--- config.mk ---
export PLATFORM = sky130hd
export DESIGN_NAME = elem_reg_writer
export DESIGN_NICKNAME = d
export VERILOG_FILES = /design/src/rtl/ewr_pkg.sv /design/src/rtl/ewr_lane_calc.sv /design/src/rtl/ewr_mask_expand.sv /design/src/rtl/ewr_regfile.sv /design/src/rtl/elem_reg_writer.sv
export SDC_FILE = /design/constraint.sdc
export NUM_CORES = 2
export LEC_CHECK = 0
export BUFFER_PORTS_ARGS = -buffer_cell sky130_fd_sc_hd__buf_2
export CORE_UTILIZATION = 50
export CTS_CLUSTER_SIZE = 12
export DETAILED_ROUTE_END_ITERATION = 8
export PLACE_DENSITY = 0.63
export SLEW_MARGIN = 20
export SYNTH_ARGS = -nofsm -noshare
export SYNTH_HDL_FRONTEND = slang
export SYNTH_HIERARCHICAL = 1
export SYNTH_SLANG_ARGS = --single-unit
export TNS_END_PERCENT = 30
--- constraint.sdc ---
create_clock -name clk -period 10.6 [get_ports clk]
set_input_delay 2.12 -clock clk [delete_from_list [all_inputs] [get_ports clk]]
set_output_delay 2.12 -clock clk [all_outputs]
set_load 0.01 [all_outputs]
--- src/rtl/ewr_pkg.sv ---
package ewr_pkg;
  localparam int unsigned DATA_W   = 64;
  localparam int unsigned LANES    = DATA_W / 8;
  localparam int unsigned OFF_W    = $clog2(LANES);

  typedef enum logic [1:0] {
    EW_64 = 2'b00,
    EW_32 = 2'b01,
    EW_16 = 2'b10,
    EW_8  = 2'b11
  } elem_width_e;

  // log2 of bytes per element for a width code
  function automatic logic [1:0] width_log2_bytes(elem_width_e ew);
    return 2'd3 - ew;
  endfunction
endpackage

--- src/rtl/ewr_lane_calc.sv ---
module ewr_lane_calc
  import ewr_pkg::*;
#(
  parameter int unsigned NREGS = 32,
  parameter int unsigned AW    = $clog2(NREGS),
  parameter int unsigned IDXW  = 8
) (
  input  logic [AW-1:0]    base,
  input  logic [IDXW-1:0]  index,
  input  elem_width_e      ew,
  output logic [AW-1:0]    tgt_reg,
  output logic [OFF_W-1:0] byte_off,
  output logic             oob
);
  localparam int unsigned POSW = IDXW + OFF_W;
  localparam int unsigned SUMW = ((IDXW > AW) ? IDXW : AW) + 1;

  logic [POSW-1:0] byte_pos;
  logic [SUMW-1:0] reg_sum;

  always_comb begin
    byte_pos = {{OFF_W{1'b0}}, index} << width_log2_bytes(ew);
    byte_off = byte_pos[OFF_W-1:0];
    reg_sum  = SUMW'(base) + SUMW'(byte_pos[POSW-1:OFF_W]);
    oob      = (reg_sum >= SUMW'(NREGS));
    tgt_reg  = reg_sum[AW-1:0];
  end
endmodule

--- src/rtl/ewr_mask_expand.sv ---
module ewr_mask_expand
  import ewr_pkg::*;
(
  input  logic               fire,
  input  logic               pred,
  input  logic               oob,
  input  elem_width_e        ew,
  input  logic [OFF_W-1:0]   byte_off,
  input  logic [DATA_W-1:0]  data,
  output logic [LANES-1:0]   byte_we,
  output logic [DATA_W-1:0]  lane_data
);
  logic [LANES-1:0] span;

  always_comb begin
    unique case (ew)
      EW_64:   span = {LANES{1'b1}};
      EW_32:   span = LANES'(8'h0F);
      EW_16:   span = LANES'(8'h03);
      default: span = LANES'(8'h01);
    endcase
    byte_we   = (fire && pred && !oob) ? (span << byte_off) : '0;
    lane_data = data << {byte_off, 3'b000};
  end
endmodule

--- src/rtl/ewr_regfile.sv ---
module ewr_regfile
  import ewr_pkg::*;
#(
  parameter int unsigned NREGS = 32,
  parameter int unsigned AW    = $clog2(NREGS)
) (
  input  logic              clk,
  input  logic              rst_n,
  input  logic [LANES-1:0]  we,
  input  logic [AW-1:0]     wa,
  input  logic [DATA_W-1:0] wd,
  input  logic [AW-1:0]     ra,
  output logic [DATA_W-1:0] rd
);
  for (genvar b = 0; b < LANES; b++) begin : g_lane
    logic [7:0] lane_mem [NREGS];

    always_ff @(posedge clk) begin
      if (!rst_n) begin
        for (int r = 0; r < NREGS; r++) lane_mem[r] <= '0;
      end else if (we[b]) begin
        lane_mem[wa] <= wd[b*8 +: 8];
      end
    end

    assign rd[b*8 +: 8] = lane_mem[ra];
  end
endmodule

--- src/rtl/elem_reg_writer.sv ---
module elem_reg_writer
  import ewr_pkg::*;
#(
  parameter int unsigned NREGS = 32,
  parameter int unsigned AW    = $clog2(NREGS),
  parameter int unsigned IDXW  = 8
) (
  input  logic              clk,
  input  logic              rst_n,
  input  logic              in_valid,
  output logic              in_ready,
  input  logic [AW-1:0]     in_base,
  input  logic [IDXW-1:0]   in_index,
  input  logic [1:0]        in_ew,
  input  logic              in_pred,
  input  logic [DATA_W-1:0] in_data,
  input  logic [AW-1:0]     rd_addr,
  output logic [DATA_W-1:0] rd_data,
  output logic              err_pulse
);
  elem_width_e       ew;
  logic              fire;
  logic [AW-1:0]     tgt_reg;
  logic [OFF_W-1:0]  byte_off;
  logic              tgt_oob;
  logic [LANES-1:0]  byte_we;
  logic [DATA_W-1:0] lane_data;
  logic              err_q;

  assign ew       = elem_width_e'(in_ew);
  assign in_ready = rst_n;
  assign fire     = in_valid && in_ready;

  ewr_lane_calc #(.NREGS(NREGS), .AW(AW), .IDXW(IDXW)) u_calc (
    .base     (in_base),
    .index    (in_index),
    .ew       (ew),
    .tgt_reg  (tgt_reg),
    .byte_off (byte_off),
    .oob      (tgt_oob)
  );

  ewr_mask_expand u_mask (
    .fire      (fire),
    .pred      (in_pred),
    .oob       (tgt_oob),
    .ew        (ew),
    .byte_off  (byte_off),
    .data      (in_data),
    .byte_we   (byte_we),
    .lane_data (lane_data)
  );

  ewr_regfile #(.NREGS(NREGS), .AW(AW)) u_rf (
    .clk   (clk),
    .rst_n (rst_n),
    .we    (byte_we),
    .wa    (tgt_reg),
    .wd    (lane_data),
    .ra    (rd_addr),
    .rd    (rd_data)
  );

  always_ff @(posedge clk) begin
    if (!rst_n) err_q <= 1'b0;
    else        err_q <= fire && tgt_oob;
  end

  assign err_pulse = err_q;
endmodule

==> results.json <==
{
  "via_count_of_the_first_global_routing_pass": 53600,
  "drt_pass_1_iters": 6,
  "setup_viols_final": 0,
  "detailed_place.area_um2": 98300,
  "total_power_mw": 18.4,
  "timing.hold.worst.class": "in -> reg",
  "core_um2": 189000,
  "cts_repair_resize_count": 0,
  "routabilityCongestion": 0.896,
  "antenna_left": 0,
  "worst_setup_path_end_kind": "output port",
  "ys.flop_type": "edfxtp_1",
  "die_w_um": 439,
  "cts.path.max_buffers": 3,
  "postSynthCellCount": 6322,
  "grt-ovfl-total": 0,
  "mappedNetlistArea_um2": 95300,
  "timing.final.crit_share": 0.736,
  "final_layout_size_suffix_gt1_frac": 0.182,
  "avgViaCountPerCell": 6.18,
  "tritoncts.num_buffers": 210,
  "cts.htree.levels": 4,
  "chipHeight_um": 439,
  "power.density_cell_area_nw_per_um2": 175,
  "total_detailed_routing_wirelength_mm": 284,
  "place_inst": 8589,
  "fin_crit_ns": 7.81,
  "dr_total_vias": 55400,
  "final.hold.worst_slack_ns": 1.55,
  "buffer_ports.inserted": 153,
  "final-max-slew-violation-count": 0,
  "min_from": "in_valid",
  "detail_route.iter0.violations": 7072,
  "timing.max_slew.rel_slack": 0.192,
  "floorplan.initialDensity": 0.505,
  "instances_no_fill": 8968,
  "synth_seq_area_share": 0.646,
  "status": "completed",
  "worst-setup-path-type": "in -> out",
  "fmax_mhz": 128,
  "area_delta_synth_final_pct": 9.91,
  "die_area_um2": 192000,
  "worst-endpoint-required_ns": 8.48,
  "num_rows": 159,
  "groute.usage.overall": 0.295,
  "critPathArrivalTime_ns": 5.69,
  "synth_warnings": 6,
  "final_routed_wire_length_divided_by_cell_count_um": 31.7,
  "worst_path_fanout_max": 53,
  "vdd.ir_drop.worst_uv": 136,
  "synth-async-reset-ratio": 0,
  "cts_root_buf": "clkbuf_16",
  "maxCapViolCount": 0,
  "cts_clock_pin_slew_for_the_worst_setup_and_hold_paths_ns": 0.06,
  "timing_worst_slew_pin_value_ns": 1.20,
  "largest_net_degree_at_the_start_of_global_routing": 117,
  "synthesis.area_per_instance_um2": 15.1,
  "timing.final.hold_violations": 0,
  "crit_start": "rd_addr[1]",
  "yosys_register_bits": 2049,
  "drcViolationCount": 0,
  "leakage_nw": 34.9,
  "boundaryPins": 154,
  "worst_setup_path_start_kind": "input pin",
  "final_design_area_no_fill_um2": 105000,
  "syn_nets": 6416,
  "final.setup.tns_ns": 0,
  "cts.repair_timing.setup_buffer_count": 0,
  "netlist-cell-type-count": 64,
  "rsz0062_at_grt": "false",
  "design.final.nets": 6400,
  "dpl.hpwl_mm": 185,
  "grt_antenna_before_repair": 33,
  "tritoncts_num_sinks": 2049,
  "grt_first_pass_wirelength_mm": 400,
  "ctsHoldBuffers": 0,
  "synth-edff-count": 2048,
  "cts_tree": "yes"
}
-- cells in the final DEF, fill, tap and decap left out, drive strengths merged, types with 4 or more instances in the layout --
cell type and instances:
o22a 9, o221ai 8, a21oi 9, mux4 515, nand2b 8, clkinv 75
nand2 65, ha 5, a211oi 9, nor3b 4, a2bb2oi 8, o22ai 254
nor2b 32, mux2i 78, diode 19, o21ai 281, a221oi 9, nand3 7
nor2 282, a2111oi 7, o21a 9, nor4 64, nand3b 11, clkbuf 269
buf 278, bufinv 9, inv 9, and2 2058, edfxtp 2048, nor3 5
-- cells in the mapped netlist, types with 5 or more instances --
cell type	number	share of area
and2_1	2057	0.14
edfxtp_1	2048	0.65
mux4_2	512	0.12
clkbuf_1	347	0.014
o21ai_0	279	0.015
nor2_1	264	0.010
o22ai_1	254	0.017
buf_2	82	0.0043
mux2i_1	78	0.0082
nand2_1	65	0.0026
nor4_1	64	0.0042
buf_4	36	0.0028
buf_6	36	0.0043
nor2b_1	32	0.0021
nor2_2	18	0.0012
nand3b_1	11	0.00087
a211oi_1	9	0.00071
o21a_1	9	0.00071
o22a_1	9	0.00083
a21oi_1	8	0.00042
a221oi_1	8	0.00074
a2bb2oi_1	8	0.00074
nand2b_1	8	0.00053
nand3_1	7	0.00037
o221ai_1	6	0.00055
a2111oi_0	5	0.00046
ha_1	5	0.00066
-- worst max-delay path, stage by stage --
cell	delay, ns
buf_8	0.37
buf_4	0.68
buf_4	0.72
mux4_2	0.38
o22ai_1	0.14
nor4_1	0.88
buf_2	0.27
-- worst paths after layout --
kind / to / slack (ns) / cells after the start
hold / removal: err_pulse$_SDFF_PN0_ / 1.55 / 2
setup / recovery: rd_data[23] / 2.79 / 7
-- area by class of cell --
type	instances	area (um^2)
Multi-Input combinational cell	3764	31800
Inverter	3	11.3
Antenna cell	19	47.5
Clock buffer	269	5500
Clock inverter	91	908
Fill cell	14900	83900
Sequential cell	2049	61500
Timing Repair Buffer	278	1840
Tap cell	2495	3120
-- state kept, by name, indices dropped and copies added, names as in the netlist --
name	cells
err_pulse	1
u_rf/g_lane.lane_mem	2048
-- cell families (layout without fill, tap and decap cells) --
| group | Yosys count | in the layout | share of synthesized area |
|---|---|---|---|
| XOR/XNOR | 3 | 3 | 0.000276 |
| AND/OR/NAND/NOR | 2547 | 2547 | 0.159 |
| buffers and inverters | 509 | 641 | 0.0257 |
| other | 0 | 19 | 0 |
| adder cells (fa/ha/maj) | 6 | 6 | 0.000867 |
| AO/OA/AOI/OAI | 615 | 615 | 0.0384 |
| flip-flops | 2049 | 2049 | 0.646 |
| multiplexers | 593 | 593 | 0.130 |
-- power by group --
group          total, mW  internal, mW  leakage (nW)  switching (mW)
combinational       1.86         0.553          12.3            1.31
sequential          9.47          9.31          19.4           0.162
clock               7.03          3.88          3.11            3.15
-- per-layer routing --
layer / vias up / GRT usage / wire, um
met5: - / 0 / 13
met4: 2 / 0.162 / 16100
met3: 537 / 0.0477 / 24100
met2: 2848 / 0.462 / 134000
met1: 28400 / 0.398 / 110000
li1: 23600 / - / -
-- stage by stage --
stage,setup slack [ns],util
floorplan,4.30,-
global placement,2.70,0.521
detailed placement,2.68,0.521
CTS,2.72,0.555
global route,2.68,0.555
finish,2.79,0.555
No activity file was read; power rests on OpenSTA's default activity.
